[config.mk]
export PLATFORM = sky130hd
export DESIGN_NAME = secded_codec
export DESIGN_NICKNAME = d
export VERILOG_FILES = /design/src/rtl/secded_pkg.sv /design/src/rtl/secded_encoder.sv /design/src/rtl/secded_syndrome.sv /design/src/rtl/secded_corrector.sv /design/src/rtl/secded_codec.sv
export SDC_FILE = /design/constraint.sdc
export NUM_CORES = 1
export LEC_CHECK = 0
export ABC_AREA = 1
export BUFFER_PORTS_ARGS = -buffer_cell sky130_fd_sc_hd__buf_2
export CORE_ASPECT_RATIO = 1.4
export CORE_UTILIZATION = 48
export DETAILED_ROUTE_END_ITERATION = 6
export PLACE_DENSITY = 0.77
export SYNTH_ARGS = -nofsm -noshare
export SYNTH_HDL_FRONTEND = slang
export SYNTH_SLANG_ARGS = --single-unit
export TNS_END_PERCENT = 30
[constraint.sdc]
create_clock -name clk -period 1.5 [get_ports clk]
set_clock_uncertainty 0.05 [all_clocks]
set_input_delay 0.15 -clock clk [delete_from_list [all_inputs] [get_ports clk]]
set_output_delay 0.15 -clock clk [all_outputs]
set_load 0.1 [all_outputs]
[src/rtl/secded_pkg.sv]
// Package: shared helpers for the extended Hamming layout.
// Assumes positions are numbered from 1. Position 0 is the overall parity bit.
package secded_pkg;

    // True when p is a nonzero power of two (a check-bit position).
    function automatic bit is_pow2(input int p);
        return (p > 0) && ((p & (p - 1)) == 0);
    endfunction

    // Smallest check-bit count K with 2^K - 1 >= m + K.
    function automatic int chk_bits_for(input int m);
        int k;
        k = 1;
        for (int t = 0; t < 16; t++) begin
            if (((1 << k) - 1) < (m + k)) k++;
        end
        return k;
    endfunction

    // Position of the n-th data bit (n from 1): the n-th position that is not a power of two.
    function automatic int data_pos(input int n);
        int cnt;
        int res;
        cnt = 0;
        res = 0;
        for (int p = 1; p < 256; p++) begin
            if (!is_pow2(p) && (res == 0)) begin
                cnt++;
                if (cnt == n) res = p;
            end
        end
        return res;
    endfunction

endpackage

[src/rtl/secded_encoder.sv]
// Encoder: places data bits at the non-power-of-two positions, computes the
// positional check bits and the overall even parity, and registers the word.
// Assumes DATA_W is small enough that all positions fit below 256.
module secded_encoder #(
    parameter int DATA_W = 8
) (
    input  logic                                              clk,
    input  logic                                              rst_n,
    input  logic                                              valid_i,
    input  logic [DATA_W-1:0]                                 data_i,
    output logic                                              valid_o,
    output logic [DATA_W+secded_pkg::chk_bits_for(DATA_W):0]  code_o
);
    import secded_pkg::*;

    localparam int CHK_W  = chk_bits_for(DATA_W);
    localparam int CODE_W = DATA_W + CHK_W + 1;

    logic [CODE_W-1:0] word;

    // Build the full protected word from the incoming data.
    always_comb begin
        logic acc;
        word = '0;
        for (int i = 0; i < DATA_W; i++) word[data_pos(i + 1)] = data_i[i];
        for (int k = 0; k < CHK_W; k++) begin
            acc = 1'b0;
            for (int p = 1; p < CODE_W; p++) begin
                if (!is_pow2(p) && p[k]) acc = acc ^ word[p];
            end
            word[1 << k] = acc;
        end
        word[0] = ^word[CODE_W-1:1];
    end

    // Register the encoded word on a valid strobe and pipe the strobe along.
    always_ff @(posedge clk) begin
        if (!rst_n) begin
            valid_o <= 1'b0;
            code_o  <= '0;
        end else begin
            valid_o <= valid_i;
            if (valid_i) code_o <= word;
        end
    end

endmodule

[src/rtl/secded_syndrome.sv]
// Syndrome unit: recomputes each check bit from the fetched data positions,
// XORs it with the stored check bit, and reports the overall parity of the word.
// Purely combinational.
module secded_syndrome #(
    parameter int DATA_W = 8,
    parameter int CHK_W  = 4,
    parameter int CODE_W = 13
) (
    input  logic [CODE_W-1:0] code_i,
    output logic [CHK_W-1:0]  syn_o,
    output logic              perr_o
);
    import secded_pkg::*;

    // Stored versus recomputed check bits, one syndrome bit per check bit.
    always_comb begin
        logic acc;
        syn_o = '0;
        for (int k = 0; k < CHK_W; k++) begin
            acc = 1'b0;
            for (int p = 1; p < CODE_W; p++) begin
                if (!is_pow2(p) && p[k]) acc = acc ^ code_i[p];
            end
            syn_o[k] = acc ^ code_i[1 << k];
        end
        perr_o = ^code_i;
    end

endmodule

[src/rtl/secded_corrector.sv]
// Corrector: classifies the error from syndrome and overall parity, flips the
// named bit for a single error, and pulls the data bits out of the word.
// A syndrome above the last position is treated as uncorrectable.
module secded_corrector #(
    parameter int DATA_W = 8,
    parameter int CHK_W  = 4,
    parameter int CODE_W = 13
) (
    input  logic [CODE_W-1:0] code_i,
    input  logic [CHK_W-1:0]  syn_i,
    input  logic              perr_i,
    output logic [DATA_W-1:0] data_o,
    output logic              single_o,
    output logic              double_o
);
    import secded_pkg::*;

    logic [CODE_W-1:0] fixed;

    // Decide the error class and repair the word where that is safe.
    always_comb begin
        fixed    = code_i;
        single_o = 1'b0;
        double_o = 1'b0;
        data_o   = '0;
        if (syn_i == '0) begin
            single_o = perr_i;
        end else if (perr_i && (int'(syn_i) < CODE_W)) begin
            single_o     = 1'b1;
            fixed[syn_i] = ~code_i[syn_i];
        end else begin
            double_o = 1'b1;
        end
        for (int i = 0; i < DATA_W; i++) data_o[i] = fixed[data_pos(i + 1)];
    end

endmodule

[src/rtl/secded_codec.sv]
// Top: an encode path and a check path, each registered with one cycle of
// latency and its own valid strobe. Outputs hold while the valid input is low.
module secded_codec #(
    parameter int DATA_W = 8,
    parameter int CHK_W  = secded_pkg::chk_bits_for(DATA_W),
    parameter int CODE_W = DATA_W + CHK_W + 1
) (
    input  logic              clk,
    input  logic              rst_n,
    input  logic              enc_valid_i,
    input  logic [DATA_W-1:0] enc_data_i,
    output logic              enc_valid_o,
    output logic [CODE_W-1:0] enc_code_o,
    input  logic              dec_valid_i,
    input  logic [CODE_W-1:0] dec_code_i,
    output logic              dec_valid_o,
    output logic [DATA_W-1:0] dec_data_o,
    output logic [CHK_W-1:0]  dec_syndrome_o,
    output logic              dec_single_o,
    output logic              dec_double_o
);

    logic [CHK_W-1:0]  syn;
    logic              perr;
    logic [DATA_W-1:0] fix_data;
    logic              fix_single;
    logic              fix_double;

    secded_encoder #(.DATA_W(DATA_W)) u_enc (
        .clk     (clk),
        .rst_n   (rst_n),
        .valid_i (enc_valid_i),
        .data_i  (enc_data_i),
        .valid_o (enc_valid_o),
        .code_o  (enc_code_o)
    );

    secded_syndrome #(.DATA_W(DATA_W), .CHK_W(CHK_W), .CODE_W(CODE_W)) u_syn (
        .code_i (dec_code_i),
        .syn_o  (syn),
        .perr_o (perr)
    );

    secded_corrector #(.DATA_W(DATA_W), .CHK_W(CHK_W), .CODE_W(CODE_W)) u_fix (
        .code_i   (dec_code_i),
        .syn_i    (syn),
        .perr_i   (perr),
        .data_o   (fix_data),
        .single_o (fix_single),
        .double_o (fix_double)
    );

    // Register the check result on a valid strobe and pipe the strobe along.
    always_ff @(posedge clk) begin
        if (!rst_n) begin
            dec_valid_o    <= 1'b0;
            dec_data_o     <= '0;
            dec_syndrome_o <= '0;
            dec_single_o   <= 1'b0;
            dec_double_o   <= 1'b0;
        end else begin
            dec_valid_o <= dec_valid_i;
            if (dec_valid_i) begin
                dec_data_o     <= fix_data;
                dec_syndrome_o <= syn;
                dec_single_o   <= fix_single;
                dec_double_o   <= fix_double;
            end
        end
    end

endmodule

After elaboration in Yosys (flattened, before gate mapping)

Index checks and enable logic that the tools add are counted.

Multiplexer cells: 11
Shift operators: 0
Bitwise gates (word level): 33
Divide/modulo/power cells: 0
Eq/ne operators: 0
Magnitude comparators: 3
Add/subtract/negate cells: 0
Multipliers: 0
Reductions and logical operators: 5

Operators by type and width:

| operator                                                                             | count |
|---|---|
| 1-bit XOR                                                                            | 32 |
| 13-bit 2-to-1 mux                                                                    | 2 |
| 13-bit bitwise mux                                                                   | 1 |
| 13-bit parity                                                                        | 1 |
| 12-bit parity                                                                        | 1 |
| 1-bit 2-to-1 mux                                                                     | 6 |
| 4-bit by 5-bit < comparator with 1-bit output (second input constant)                | 1 |
| 1-bit binary-select mux with 4-bit select                                            | 1 |
| 1-bit demux with 4-bit select                                                        | 1 |
| 4-bit by 1-bit greater-or-equal comparator with 1-bit output (second input constant) | 1 |
| 4-bit logical NOT                                                                    | 1 |
| 4-bit < comparator (second input constant)                                           | 1 |
| 1-bit logical AND                                                                    | 2 |
| 1-bit NOT                                                                            | 1 |

Register bits: 29
Input bits: 25
Memories kept: 0
Latch bits: 0
RAM bits: 0
Memory bits (read-only): 0

Logic depth before layout (Yosys ltp)

Gate-level depths: netlist of the first run.

Depth in word-level cells: 12
Depth in mapped cells: 16
Gate-level depth less buffers: 16

By module

From an unflattened synthesis of the first run, not the netlist that was laid out.

Cells, all modules: 353
Area, all modules: 2053.2 um^2

Modules (own cells, without submodules):

| module           | sequential area each (um^2) | cells an instance | times used | area each (um^2) |
|---|---|---|---|---|
| secded_encoder   | 280.3                       | 93                | 1          | 678.2 |
| secded_codec     | 300.3                       | 91                | 1          | 601.8 |
| secded_corrector | 0.0                         | 96                | 1          | 432.9 |
| secded_syndrome  | 0.0                         | 73                | 1          | 340.3 |

Worst setup path after synthesis of the first run

OpenSTA, ideal clock, no wires.

Kind: input port to flip-flop
Start point: input port dec_code_i[3]
End point: register dec_data_o[1]
Arrival: 1.394 ns
Required time: 1.330 ns
Stages: 13
Library setup time: 0.120 ns
Path slack: -0.063 ns
Path through: buf_6 xor2_2 nand2_1 nand2_2 nand2_2 nand2_8 nand3_1 nand2_1 nand2_2 nor2_4 nand4_1 nand2_1 a21oi_1

Longest elaborated chain between the ends: 12

RTL lines:

| item                                                                                                                                                | line                   | text |
|---|---|---|
| start, declared                                                                                                                                     | secded_codec.sv:15     | `input logic [CODE_W-1:0] dec_code_i,` |
| 1-bit XOR (4 in a row)                                                                                                                              | secded_syndrome.sv:22  | `if (!is_pow2(p) && p[k]) acc = acc ^ code_i[p];` |
| 1-bit XOR                                                                                                                                           | secded_syndrome.sv:24  | `syn_o[k] = acc ^ code_i[1 << k];` |
| 4-bit by 5-bit < comparator with 1-bit output (not written as such) or 4-bit by 1-bit greater-or-equal comparator with 1-bit output (tied branches) | secded_corrector.sv:30 | `fixed[syn_i] = ~code_i[syn_i];` |
| 1-bit logical AND (not written as such)                                                                                                             | secded_corrector.sv:30 |  |
| 1-bit 2-to-1 mux (not written as such)                                                                                                              | secded_corrector.sv:30 |  |
| 1-bit demux with 4-bit select                                                                                                                       | --                     |  |
| 13-bit bitwise mux                                                                                                                                  | secded_corrector.sv:30 |  |
| 13-bit 2-to-1 mux                                                                                                                                   | secded_corrector.sv:28 | `end else if (perr_i && (int'(syn_i) < CODE_W)) begin` |
| 13-bit 2-to-1 mux *                                                                                                                                 | secded_corrector.sv:26 | `if (syn_i == '0) begin` |
| end signal, assigned                                                                                                                                | secded_codec.sv:64     | `dec_data_o <= fix_data;` |
| end, declared                                                                                                                                       | secded_codec.sv:17     | `output logic [DATA_W-1:0] dec_data_o,` |

Every way passes the cells marked *; elsewhere a longest branch is shown, timed or not. The select of a mux whose other input is x is not followed.
A chain may end at the register's enable or synchronous reset.

Final worst setup path of the first run

Start point: input port dec_code_i[4]
End point: register dec_data_o[1]

Longest elaborated chain between the ends: 8

RTL lines:

| item                                                                                                                                                | line |
|---|---|
| 1-bit XOR                                                                                                                                           | secded_syndrome.sv:24 |
| 4-bit by 5-bit < comparator with 1-bit output (not written as such) or 4-bit by 1-bit greater-or-equal comparator with 1-bit output (tied branches) | secded_corrector.sv:30 |
| 1-bit logical AND (not written as such)                                                                                                             | secded_corrector.sv:30 |
| 1-bit 2-to-1 mux (not written as such)                                                                                                              | secded_corrector.sv:30 |
| 1-bit demux with 4-bit select                                                                                                                       | -- |
| 13-bit bitwise mux                                                                                                                                  | secded_corrector.sv:30 |
| 13-bit 2-to-1 mux                                                                                                                                   | secded_corrector.sv:28 |
| 13-bit 2-to-1 mux *                                                                                                                                 | secded_corrector.sv:26 |

Marked as above.

==> qor.yml, run 1 <==
status: "finished with violations"
violations: "design-rule violations, negative setup slack"
netlist_area_um2: 2040
via_count: 2412
rsz0062_at_grt: "yes"
final_util_pct: 77.5
cts.path.max_buffers: 2
slew_viol_final: 0
wl_um: 6600
final-setup-viol-count: 5
ys_ff_latch: 29
final_common_cell: "nand2_1"
cp_slowest_stage_delay_ns: 0.27
fmax_mhz: 611
synth_seq_area_share_pct: 28.5
crit_arrival_ns: 1.79
drcViolationCount: 6
drive_gt1_share_pct: 47.4
worstPathMaxFanout: 6
dieHeight_um: 79.1
grt_pass1_vias: 2199
vias_per_cell: 5.54
crit_slowest_cell: "or2_1"
start_util_pct: 51.2
dr.pass1.iters: 7
cp-start-kind: "input port"
cts_tree: "built"
synth_cell_types: 32
grt_pass1_wl_um: 8910
worstReg2RegStart: "dec_syndrome_o[0]$_SDFFE_PN0P_"
reg2reg_depth: 2
cts_made_buffers: 5
grt-ovfl-total: 0
setup_ws_ns: -0.136
clockRootBuffer: "clkbuf_8"
fin_tns_setup_ns: -0.216
drv_cap: 0
grt.total_usage_pct: 24.8
drtIter0Drc: 145
nets: 418
clkLatencyLatePin_ns: 0.28
ant_nets: 0
multiInputGateArea_um2: 1590
critPathRequiredTime_ns: 1.66
critPathKind: "input port to flop"
die_x_um: 57.1
yosys_warnings: 0
core_um2: 3990
antenna_found_initial: 0
power.leakage_uw: 0.00157
ir_drop_mv: 0.990
portBuffers: 53
cts_hold_repair.buffers: 0
regArea_um2: 581
antenna_cells: 0
wl_per_cell_um: 15.2
fp.dieArea_um2: 4520
hp-start: "enc_data_i[5]"
hp-class: "input port to flop"
finalHoldViolCount: 0
slew_headroom_pct: 67.0
cts.sinks: 29
cp_cell_sequence: "buf_6 -> inv_2 -> nand2_2 -> nand2_4 -> nand2_2 -> nand2_1 -> or2_1 -> nand2_4 -> nand2_1 -> inv_2 -> nand2_4 -> nor2_2 -> nor2_1 -> nor2_1 -> nand2_1 -> a21oi_2"
synth_cells: 302
period_needed_ns: 1.64
num_rows: 27
end_kind: "flop"
area_growth_pct: 51.4
synth_fp_nets: 327
syn_avg_cell_area_um2: 6.75
tightestPinTransition_ns: 0.499
ios: 54
startpoint: "dec_code_i[4]"
fillers: 286
grt_max_degree: 18
layout_common_cells: "nand2_1 (63), buf_2 (46), buf_4 (36)"
gp_congestion: 0.881
cts_htree_levels: 2
cts.clk_slew.worst_paths_ns: 0.06
hpwl_um: 4090
reg2reg_slack_ns: 0.79
fin_crit_sh_pct: 109
min_path_cells: 3
p_per_area_nw_per_um2: 1010
-- cell type report --
type,count,share of cell area [%]
Clock inverter,1,0.162
Inverter,35,5.23
Multi-Input combinational cell,231,51.4
Tap cell,43,1.74
Clock buffer,5,2.23
Sequential cell,29,18.8
Timing Repair Buffer,91,20.5
-- worst paths after layout --
path                               endpoint
max              dec_data_o[1]$_SDFFE_PN0P_
min           u_enc.code_o[10]$_SDFFE_PN0P_
max reg2reg  dec_syndrome_o[0]$_SDFFE_PN0P_
min reg2reg      dec_data_o[4]$_SDFFE_PN0P_
-- where the power goes --
part           internal, µW  total, µW  switching [µW]
Combinational           492       1670            1180
Sequential              838        871            32.3
Clock                   304        579             275
-- cells by family after synthesis --
logic type / count (synthesis) / share of synthesized area (%)
AND/OR/NAND/NOR: 173 / 42.9
buffers and inverters: 43 / 8.71
AO/OA/AOI/OAI: 38 / 10.6
flip-flops: 29 / 28.5
XOR/XNOR: 19 / 9.26
-- sequential cells by signal, summed over array words and instances, names as in the netlist --
signal / flops
dec_data_o: 8
dec_double_o: 1
dec_single_o: 1
dec_syndrome_o: 4
dec_valid_o: 1
u_enc.code_o: 13
u_enc.valid_o: 1
-- synthesized netlist by cell type --
cell type	number	area, µm²
a21boi_2	1	11.3
a21oi_1	16	80.1
a31oi_1	1	6.26
buf_2	1	5.00
buf_6	2	22.5
clkbuf_1	5	18.8
clkinv_1	3	11.3
dfxtp_1	29	581
inv_1	26	97.6
inv_2	6	22.5
nand2_1	85	319
nand2_2	11	68.8
nand2_4	2	22.5
nand2_8	2	40.0
nand3_1	18	90.1
nand3_2	5	50.1
nand3_4	2	35.0
nand4_1	8	50.1
nor2_1	29	109
nor2_2	5	31.3
nor2_4	1	11.3
nor2_8	1	20.0
nor3_2	1	10.0
o211ai_1	6	45.0
o21ai_0	13	65.1
o311ai_0	1	8.76
or2_1	1	6.26
or2_2	2	12.5
xnor2_1	11	96.3
xnor2_2	2	32.5
xor2_1	5	43.8
xor2_2	1	16.3
-- per-stage QoR --
step	hold slack, ns	worst slack, ns	cells	power [µW]	instance area [µm²]
2_1_floorplan	0.235	-0.0211	302	1960	2060
3_3_place_gp	0.361	-0.289	423	2270	2580
3_5_place_dp	0.375	-0.303	423	2290	2580
4_1_cts	0.0861	0.00293	432	2890	2720
5_1_grt	0.101	-0.209	435	3260	3090
6_report	0.0898	-0.136	435	3120	3090
-- timing repair --
| item | in CTS | in global routing |
|---|---|---|
| pin swaps | 7 | 48 |
| endpoints found under the setup margin | 6 | 10 |
| resized for setup | 12 | 93 |
| gates cloned | 1 | 0 |
| buffers inserted | 2 | 3 |
-- metal layers --
metal	up-vias	routed length (µm)	track usage (%)
li1	1143	-	-
met1	1142	2300	24.5
met2	97	3650	48.1
met3	30	311	4.89
met4	0	335	12.0
met5	-	0	0
-- worst max-delay path, delay by kind of cell --
family	cells	cell delay, ns
AO/OA/AOI/OAI	1	0.12
buffers and inverters	3	0.22
AND/OR/NAND/NOR	12	1.29
Power figures use the tool's default switching activity.
==> run 2: changes to the inputs <==
- CELL_PAD_IN_SITES_DETAIL_PLACEMENT: default -> 1
- CELL_PAD_IN_SITES_GLOBAL_PLACEMENT: default -> 2
- CORE_MARGIN: default -> 1
- CORE_UTILIZATION: 48 -> 25
- PLACE_DENSITY: 0.77 -> default
- PLACE_DENSITY_LB_ADDON: default -> 0.1
- SETUP_SLACK_MARGIN: default -> 0.4
==> qor.yml, run 2 (synthesis results as in run 1) <==
clkLatencyLatePin_ns: 0.28
critPathRequiredTime_ns: 1.63
critPathKind: "input port to flop"
num_rows: 38
worstPathMaxFanout: 7
cp_cell_sequence: "buf_12 -> xor2_4 -> nand2_2 -> nand2_2 -> nand2_2 -> nand2_8 -> nand3_2 -> nand2_1 -> nand2_2 -> nor2_4 -> nand4_1 -> nand2_1 -> a21oi_2"
drcViolationCount: 0
cts.sinks: 29
fp.dieArea_um2: 8530
nets: 431
gp_congestion: 0.764
hp-class: "input port to flop"
grt.total_usage_pct: 18.1
grt_pass1_wl_um: 11800
drive_gt1_share_pct: 52.8
slew_headroom_pct: 66.9
ant_nets: 0
cts.clk_slew.worst_paths_ns: 0.07
slew_viol_final: 0
finalHoldViolCount: 0
antenna_cells: 0
end_kind: "flop"
grt_max_degree: 18
grt-ovfl-total: 0
cts_made_buffers: 5
regArea_um2: 589
reg_top3: "u_enc.code_o x13, dec_data_o x8, dec_syndrome_o x4"
die_x_um: 78.3
fmax_mhz: 674
hpwl_um: 5710
start_util_pct: 26.0
drtIter0Drc: 36
period_needed_ns: 1.48
power.leakage_uw: 0.00173
crit_path_frequent_cell: "nand2_2"
grt_pass1_vias: 2459
cts_tree: "built"
final_common_cell: "nand2_1"
fin_tns_setup_ns: 0
layout_common_cells: "nand2_1 (62), buf_4 (47), nor2_1 (26)"
dr.pass1.iters: 5
crit_arrival_ns: 1.61
clockRootBuffer: "clkbuf_8"
cp_slowest_stage_delay_ns: 0.26
reg2reg_slack_ns: 0.74
cts.path.max_buffers: 2
cp-start-kind: "input port"
core_um2: 7850
top_register: "u_enc.code_o"
largest_reg_flops: 13
vias_per_cell: 4.56
wl_um: 7320
finalPower_uw: 3480
ir_drop_mv: 0.569
wl_per_cell_um: 14.4
dieHeight_um: 109
multiInputGateArea_um2: 1660
portBuffers: 53
drv_cap: 0
layout.cells.non_filler: 507
area_growth_pct: 80.4
dpl.cell_count: 489
antenna_found_initial: 0
cts_htree_levels: 2
via_count: 2312
rsz0062_at_grt: "yes"
p_per_area_nw_per_um2: 946
status: "completed"
setup_ws_ns: 0.0165
crit_slowest_cell: "xor2_4"
fillers: 964
ios: 54
final-setup-viol-count: 0
tightestPinTransition_ns: 0.497
place_ws_ns: -0.472
fin_crit_sh_pct: 98.9
[run 2: cell count changes in the layout (fill, tap and decap cells not counted), sizes merged]
| cell | before | now |
|---|---|---|
| clkinvlp | 0 | 1 |
| buf | 91 | 105 |
| inv | 32 | 33 |
| nand2 | 101 | 100 |
[run 2: area by class of cell]
cell class / instances / area share [%]
Clock buffer: 5 / 1.87
Clock inverter: 3 / 0.476
Inverter: 35 / 4.18
Multi-Input combinational cell: 230 / 45.2
Sequential cell: 29 / 16.0
Tap cell: 100 / 3.40
Timing Repair Buffer: 105 / 28.9
[run 2: critical path, delay by kind of cell]
kind | cells | cell delay (ns)
buffers and inverters | 1 | 0.12
AOI/OAI and AO/OA | 1 | 0.05
and+or+nand+nor | 10 | 1.02
xor gates and xnor gates | 1 | 0.26
[run 2: through the flow]
step                cell area (µm²)  util [%]  hold slack (ns)
detailed placement             2780      35.4            0.364
global route                   3680      46.9           0.0707
finish                         3680      46.9           0.0587
global placement               2780      35.4            0.361
floorplan                      2120         -            0.235
CTS                            3190      40.7           0.0581
[run 2: timing repair]
action                                  CTS  global route
endpoints found under the setup margin   44            44
resized for setup                        75           150
pin swaps                                25            29
endpoints found under the hold margin     0             0
hold buffers                              0             0
setup buffers                             7             3
[run 2: worst paths after layout]
path / start / to / cells past startpoint
setup reg to reg: dec_data_o[6]$_SDFFE_PN0P_ / dec_data_o[6]$_SDFFE_PN0P_ / 2
hold reg to reg: dec_data_o[4]$_SDFFE_PN0P_ / dec_data_o[4]$_SDFFE_PN0P_ / 2
hold / removal: enc_data_i[2] / u_enc.code_o[6]$_SDFFE_PN0P_ / 3
setup / recovery: dec_code_i[3] / dec_data_o[3]$_SDFFE_PN0P_ / 13
[run 2: power breakdown]
group	switching [µW]	internal [µW]	total, µW
Sequential	54.6	842	897
Combinational	1210	721	1930
Clock	333	320	652
[run 2: metal layers]
layer  routed length [µm]  vias up  part of all wire, %  track usage, %
li1                     -     1176                    -               -
met1                 2600     1079                   35            17.5
met2                 4220       43                   58            36.7
met3                  274       14                  3.7            3.18
met4                  223        0                  3.0            8.07
met5                    0        -                    0               0
